File: config.mk
export PLATFORM = sky130hd
export DESIGN_NAME = brownout_rst_sup
export DESIGN_NICKNAME = d
export VERILOG_FILES = /design/src/rtl/rst_sup_pkg.sv /design/src/rtl/rst_sup_sync.sv /design/src/rtl/rst_sup_edge_qual.sv /design/src/rtl/rst_sup_timer.sv /design/src/rtl/brownout_rst_sup.sv
export SDC_FILE = /design/constraint.sdc
export NUM_CORES = 1
export LEC_CHECK = 0
export BUFFER_PORTS_ARGS = -buffer_cell sky130_fd_sc_hd__buf_2
export CAP_MARGIN = 0
export CORE_ASPECT_RATIO = 1.2
export CORE_MARGIN = 2
export CORE_UTILIZATION = 54
export DETAILED_ROUTE_END_ITERATION = 8
export GPL_TIMING_DRIVEN = 0
export PLACE_DENSITY_LB_ADDON = 0.1
export SLEW_MARGIN = 5
export SYNTH_ARGS = -nofsm -noshare
export SYNTH_HDL_FRONTEND = slang
export SYNTH_SLANG_ARGS = --single-unit
File: constraint.sdc
create_clock -name clk_i -period 2.3 [get_ports clk_i]
set_clock_uncertainty 0.05 [all_clocks]
set_input_delay 0.23 -clock clk_i [delete_from_list [all_inputs] [get_ports clk_i]]
set_output_delay 0.23 -clock clk_i [all_outputs]
set_load 0.01 [all_outputs]
File: src/rtl/rst_sup_pkg.sv
package rst_sup_pkg;
  localparam int unsigned NUM_TRIG = 2;
  typedef enum logic [0:0] {
    TRIG_HI = 1'b0,
    TRIG_LO = 1'b1
  } trig_ch_e;
endpackage

File: src/rtl/rst_sup_sync.sv
module rst_sup_sync #(
  parameter int unsigned STAGES = 2,
  parameter bit          RST_VAL = 1'b1
) (
  input  logic clk_i,
  input  logic rst_ni,
  input  logic d_i,
  output logic q_o
);
  logic [STAGES-1:0] stage_q;

  for (genvar s = 0; s < STAGES; s++) begin : g_stage
    if (s == 0) begin : g_first
      always_ff @(posedge clk_i or negedge rst_ni) begin
        if (!rst_ni) stage_q[0] <= RST_VAL;
        else         stage_q[0] <= d_i;
      end
    end else begin : g_next
      always_ff @(posedge clk_i or negedge rst_ni) begin
        if (!rst_ni) stage_q[s] <= RST_VAL;
        else         stage_q[s] <= stage_q[s-1];
      end
    end
  end

  assign q_o = stage_q[STAGES-1];
endmodule

File: src/rtl/rst_sup_edge_qual.sv
module rst_sup_edge_qual #(
  parameter int unsigned SYNC_STAGES = 2
) (
  input  logic clk_i,
  input  logic rst_ni,
  input  logic pin_i,   // normalized: 1 = pin in asserted state
  input  logic own_i,   // block is driving reset this cycle
  output logic trig_o
);
  localparam int unsigned OW = SYNC_STAGES + 1;

  logic          pin_s;
  logic          prev_q;
  logic [OW-1:0] own_q;
  logic          rise;
  logic          own_echo;

  // reset to the asserted level: the block drives reset while in reset
  rst_sup_sync #(.STAGES(SYNC_STAGES), .RST_VAL(1'b1)) u_sync (
    .clk_i (clk_i),
    .rst_ni(rst_ni),
    .d_i   (pin_i),
    .q_o   (pin_s)
  );

  always_ff @(posedge clk_i or negedge rst_ni) begin
    if (!rst_ni) begin
      prev_q <= 1'b1;
      own_q  <= '1;
    end else begin
      prev_q <= pin_s;
      own_q  <= {own_q[OW-2:0], own_i};
    end
  end

  assign rise = pin_s & ~prev_q;
  // own assertion reaches pin_s after SYNC_STAGES edges; align and cancel it
  assign own_echo = own_q[SYNC_STAGES-1] & ~own_q[SYNC_STAGES];
  assign trig_o   = rise & ~own_echo;


  single_pulse_chk: assert property (@(posedge clk_i) disable iff (!rst_ni)
    trig_o |=> !trig_o);
endmodule

File: src/rtl/rst_sup_timer.sv
module rst_sup_timer #(
  parameter int unsigned TICKS = 25_000_000
) (
  input  logic clk_i,
  input  logic rst_ni,
  input  logic load_i,
  output logic busy_o
);
  localparam int unsigned CW = $clog2(TICKS + 1);
  localparam logic [CW-1:0] FULL = CW'(TICKS);

  logic [CW-1:0] cnt_q;

  always_ff @(posedge clk_i or negedge rst_ni) begin
    if (!rst_ni)            cnt_q <= FULL;
    else if (load_i)        cnt_q <= FULL;
    else if (cnt_q != '0)   cnt_q <= cnt_q - CW'(1);
  end

  assign busy_o = (cnt_q != '0);


  reload_full_chk: assert property (@(posedge clk_i) disable iff (!rst_ni)
    load_i |=> cnt_q == FULL);


  count_down_chk: assert property (@(posedge clk_i) disable iff (!rst_ni)
    (cnt_q != '0 && !load_i) |=> cnt_q == $past(cnt_q) - CW'(1));
endmodule

File: src/rtl/brownout_rst_sup.sv
module brownout_rst_sup #(
  parameter int unsigned TICKS       = 25_000_000,
  parameter int unsigned SYNC_STAGES = 2
) (
  input  logic clk_i,
  input  logic rst_ni,
  input  logic supply_ok_i,
  input  logic ext_rst_i,
  input  logic ext_rst_ni,
  output logic rst_hi_o,
  output logic rst_hi_oe_o,
  output logic rst_lo_no,
  output logic rst_lo_oe_o
);
  import rst_sup_pkg::*;

  logic [NUM_TRIG-1:0] pin_norm;
  logic [NUM_TRIG-1:0] trig;
  logic                busy;
  logic                rst_act;
  logic                load;

  assign pin_norm[TRIG_HI] = ext_rst_i;
  assign pin_norm[TRIG_LO] = ~ext_rst_ni;

  for (genvar c = 0; c < NUM_TRIG; c++) begin : g_trig
    rst_sup_edge_qual #(.SYNC_STAGES(SYNC_STAGES)) u_qual (
      .clk_i (clk_i),
      .rst_ni(rst_ni),
      .pin_i (pin_norm[c]),
      .own_i (rst_act),
      .trig_o(trig[c])
    );
  end

  assign load = ~supply_ok_i | (|trig);

  rst_sup_timer #(.TICKS(TICKS)) u_timer (
    .clk_i (clk_i),
    .rst_ni(rst_ni),
    .load_i(load),
    .busy_o(busy)
  );

  // supply path is combinational: no edge between brown-out and reset
  assign rst_act     = ~supply_ok_i | busy;
  assign rst_hi_o    = rst_act;
  assign rst_hi_oe_o = rst_act;
  assign rst_lo_no   = ~rst_act;
  assign rst_lo_oe_o = rst_act;


  low_supply_chk: assert property (@(posedge clk_i) disable iff (!rst_ni)
    !supply_ok_i |-> rst_hi_oe_o && rst_lo_oe_o && !rst_lo_no);


  drop_now_chk: assert property (@(posedge clk_i) disable iff (!rst_ni)
    $fell(supply_ok_i) |-> rst_hi_o && rst_lo_oe_o);


  recover_hold_chk: assert property (@(posedge clk_i) disable iff (!rst_ni)
    !supply_ok_i |=> rst_hi_oe_o);


  edge_start_chk: assert property (@(posedge clk_i) disable iff (!rst_ni)
    (|trig) |=> rst_hi_oe_o && !rst_lo_no);
endmodule

==> qor.txt <==
Min-Delay Endpoint: g_trig[1].u_qual.own_q[0]
vias in the first global route: 1448
worst-path fanout max: 5
slew margin rel.: 51.0%
post-synthesis cell area: 1770 um^2
Peak VDD IR: 0.000451 V
Final setup violation count: 4
Reg2Reg Setup Slack: 0.02 ns
endpoints failing hold: 0
EDFF count, synth: 0
Post-synth top flop: dfstp_2
# DRC: 0
row cnt: 22
top cell type by total area after synthesis: dfstp_2
Top Metal Used: met4
Antenna Nets Post-Route: 0
Post-Syn Instances: 168
first-pass GRT wire length: 6740 um
WL met3: 170 um
largest net degree at the start of global routing: 35
Critical Path, Cell by Cell: or4_4 -> nor3b_4 -> and4_4 -> buf_8 -> nand2_4 -> buf_6 -> buf_6
critical hold path startpoint: supply_ok_i
most common library cells after synthesis: dfstp_2, or3_1, dfrtp_1, nand2_1, nor2_1
Final #Nets: 209
CP arrival: 2.20 ns
Starting Density: 57.0%
Critical Path End Type: output port
CTS Root Buffer Type: clkbuf_4
Async S/R FF share, synth: 100%
MaxCap Viol Count: 0
fin util: 70.1%
overall routed net length: 4020 um
initial drt markers: 76
Layout fillers: 237
gr usage total: 23.8%
top-count cell post-synth: dfstp_2
Setup crit start kind: flop
RR Endpoint: u_timer.cnt_q[15]
total gr overflow: 0
CTS tree: yes
H-tree levels: 2
Multi-input gate area: 870 um^2
Sink Count: 34
Avg Inst Size Synth: 10.6 um^2
ranking of synthesized cells by area: dfstp_2, dfrtp_1, or3_1, nand2_1, and4_1
vias per inst: 6.15
CP max stage cell: or4_4
Placed Instances: 212
Antenna Cells: 0
mean routed wirelength per cell: 16.8 um
Layout Cells excl Fill: 239
GPL Wtd Cong: 0.844
port buffer count: 8
CP Data Required Time: 2.02 ns
fin. max-slew vios: 0
Longest Clk Path Bufs: 2
die height: 66.8 um
failing checks: setup timing
critical path class: flop to output port
wire length on met1: 1750 um
most frequent CP cell: buf_6
RSZ-0062 raised after global routing: true
outcome: finished with violations
Layout area overhead: 22.9%
clk_lat worst skew: 0.35 ns
first-pass iteration count of the detailed router: 4
routed wl met2: 2030 um
LEAKAGE: 0.877 nW
Synth cell types: 42
share of post-route cells with drive strength above 1: 41.9%
Hold WS: 0.0173 ns
Yosys top cell area share: 31.1%
fmax: 403 MHz
CTS buffer count: 5
clock-pin transition on the worst setup and hold timing paths: 0.11 ns
Final Cycle Share: 108%
DIE AREA: 3760 um^2
Reg area: 877 um^2
sequential area share after synthesis: 49.5%
Ys Warns: 0
initial antenna violation count: 0
Die X: 56.3 um
min-delay worst type: input port to flop
Hold Crit Depth: 2
r2r startpoint: u_timer.cnt_q[11]
Worst path max stage delay: 0.55 ns
Fin Setup TNS: -0.573 ns
Worst Reg-to-Reg Cells: 8
Post-Syn Nets: 175
DR vias: 1469
Worst Tran Pin Value: 0.735 ns
PD cells: 573 nW/um^2
I/O pin count: 9
hpwl dp: 2400 um
Core Box Area: 3110 um^2
Synth Register Bits: 34
clock period minus worst slack: 2.48 ns
Final WS setup: -0.179 ns
Crit. Startpoint: u_timer.cnt_q[22]
worst max path at each step:
stage                   to  slack (ns)
6_report       rst_hi_oe_o       -0.18
3_3_place_gp   rst_hi_oe_o       -0.26
4_1_cts        rst_lo_oe_o       -0.15
5_1_grt        rst_hi_oe_o       -0.25
3_5_place_dp   rst_lo_oe_o       -0.27
2_1_floorplan  rst_hi_oe_o       0.001
power breakdown:
group          internal, mW  leakage (nW)  switching [mW]  total [mW]
combinational        0.0619         0.437          0.0863       0.148
sequential            0.625         0.398          0.0232       0.648
clock                 0.229        0.0417           0.224       0.453
final cells by class:
type,instances,share of cell area [%]
Clock buffer,5,1.72
Buffer,5,2.07
Timing Repair Buffer,29,11.1
Clock inverter,3,2.01
Tap cell,36,2.07
Multi-Input combinational cell,122,39.9
Sequential cell,34,40.2
Inverter,5,0.861
sequential cells by signal (all words and copies together), names as in the netlist:
name and flops:
u_timer.cnt_q 25, g_trig.u_qual.own_q 3, g_trig.u_qual.prev_q 2, g_trig.u_qual.u_sync.q_o 2, g_trig.u_qual.u_sync.stage_q 2
stage by stage:
stage / total power [mW] / setup slack [ns] / area [um^2]
CTS: 1.24 / -0.148 / 2090
detailed placement: 0.776 / -0.267 / 1860
floorplan: 0.734 / 0.00142 / 1780
global route: 1.30 / -0.250 / 2180
global placement: 0.771 / -0.264 / 1860
finish: 1.25 / -0.179 / 2180
cells in the final DEF, fill, tap and decap left out, types with 5 or more instances in the layout:
cell type / n
xnor2_1: 5
dfstp_2: 21
clkbuf_4: 5
dfrtp_1: 13
buf_4: 17
or3_1: 13
o21ai_0: 7
nand2_1: 12
nor2_1: 9
a21oi_1: 7
buf_2: 6
or4_1: 5
per-layer routing:
| layer | vias to the layer above | global-route usage (%) |
|---|---|---|
| met5 | - | 0 |
| met4 | 0 | 10.1 |
| met3 | 9 | 6.21 |
| met2 | 32 | 41.2 |
| met1 | 742 | 27.9 |
| li1 | 686 | - |
what timing repair did:
action / 4_1_cts / 5_1_grt
endpoints found under the setup margin: 9 / 16
setup buffers: 10 / 7
hold endpoints to repair: 15 / 0
gates cloned: 1 / 0
hold buffers: 3 / 0
resized for setup: 11 / 11
pin swaps: 5 / 2
kinds of logic after synthesis:
family,after synthesis,share of synthesized area (%)
and+or+nand+nor,82,29.1
DFF,34,49.5
AOI/OAI and AO/OA,32,11.8
buffers and inverters,12,5.22
xor gates and xnor gates,5,2.47
adders and majority gates,2,1.41
muxes,1,0.565
critical path, delay by kind of cell (launching register included):
kind | cells | cell delay [ns]
buffers and inverters | 3 | 0.33
flip-flops | 1 | 0.39
AND/OR/NAND/NOR | 4 | 1.13
(Power assumes the default switching activity.)
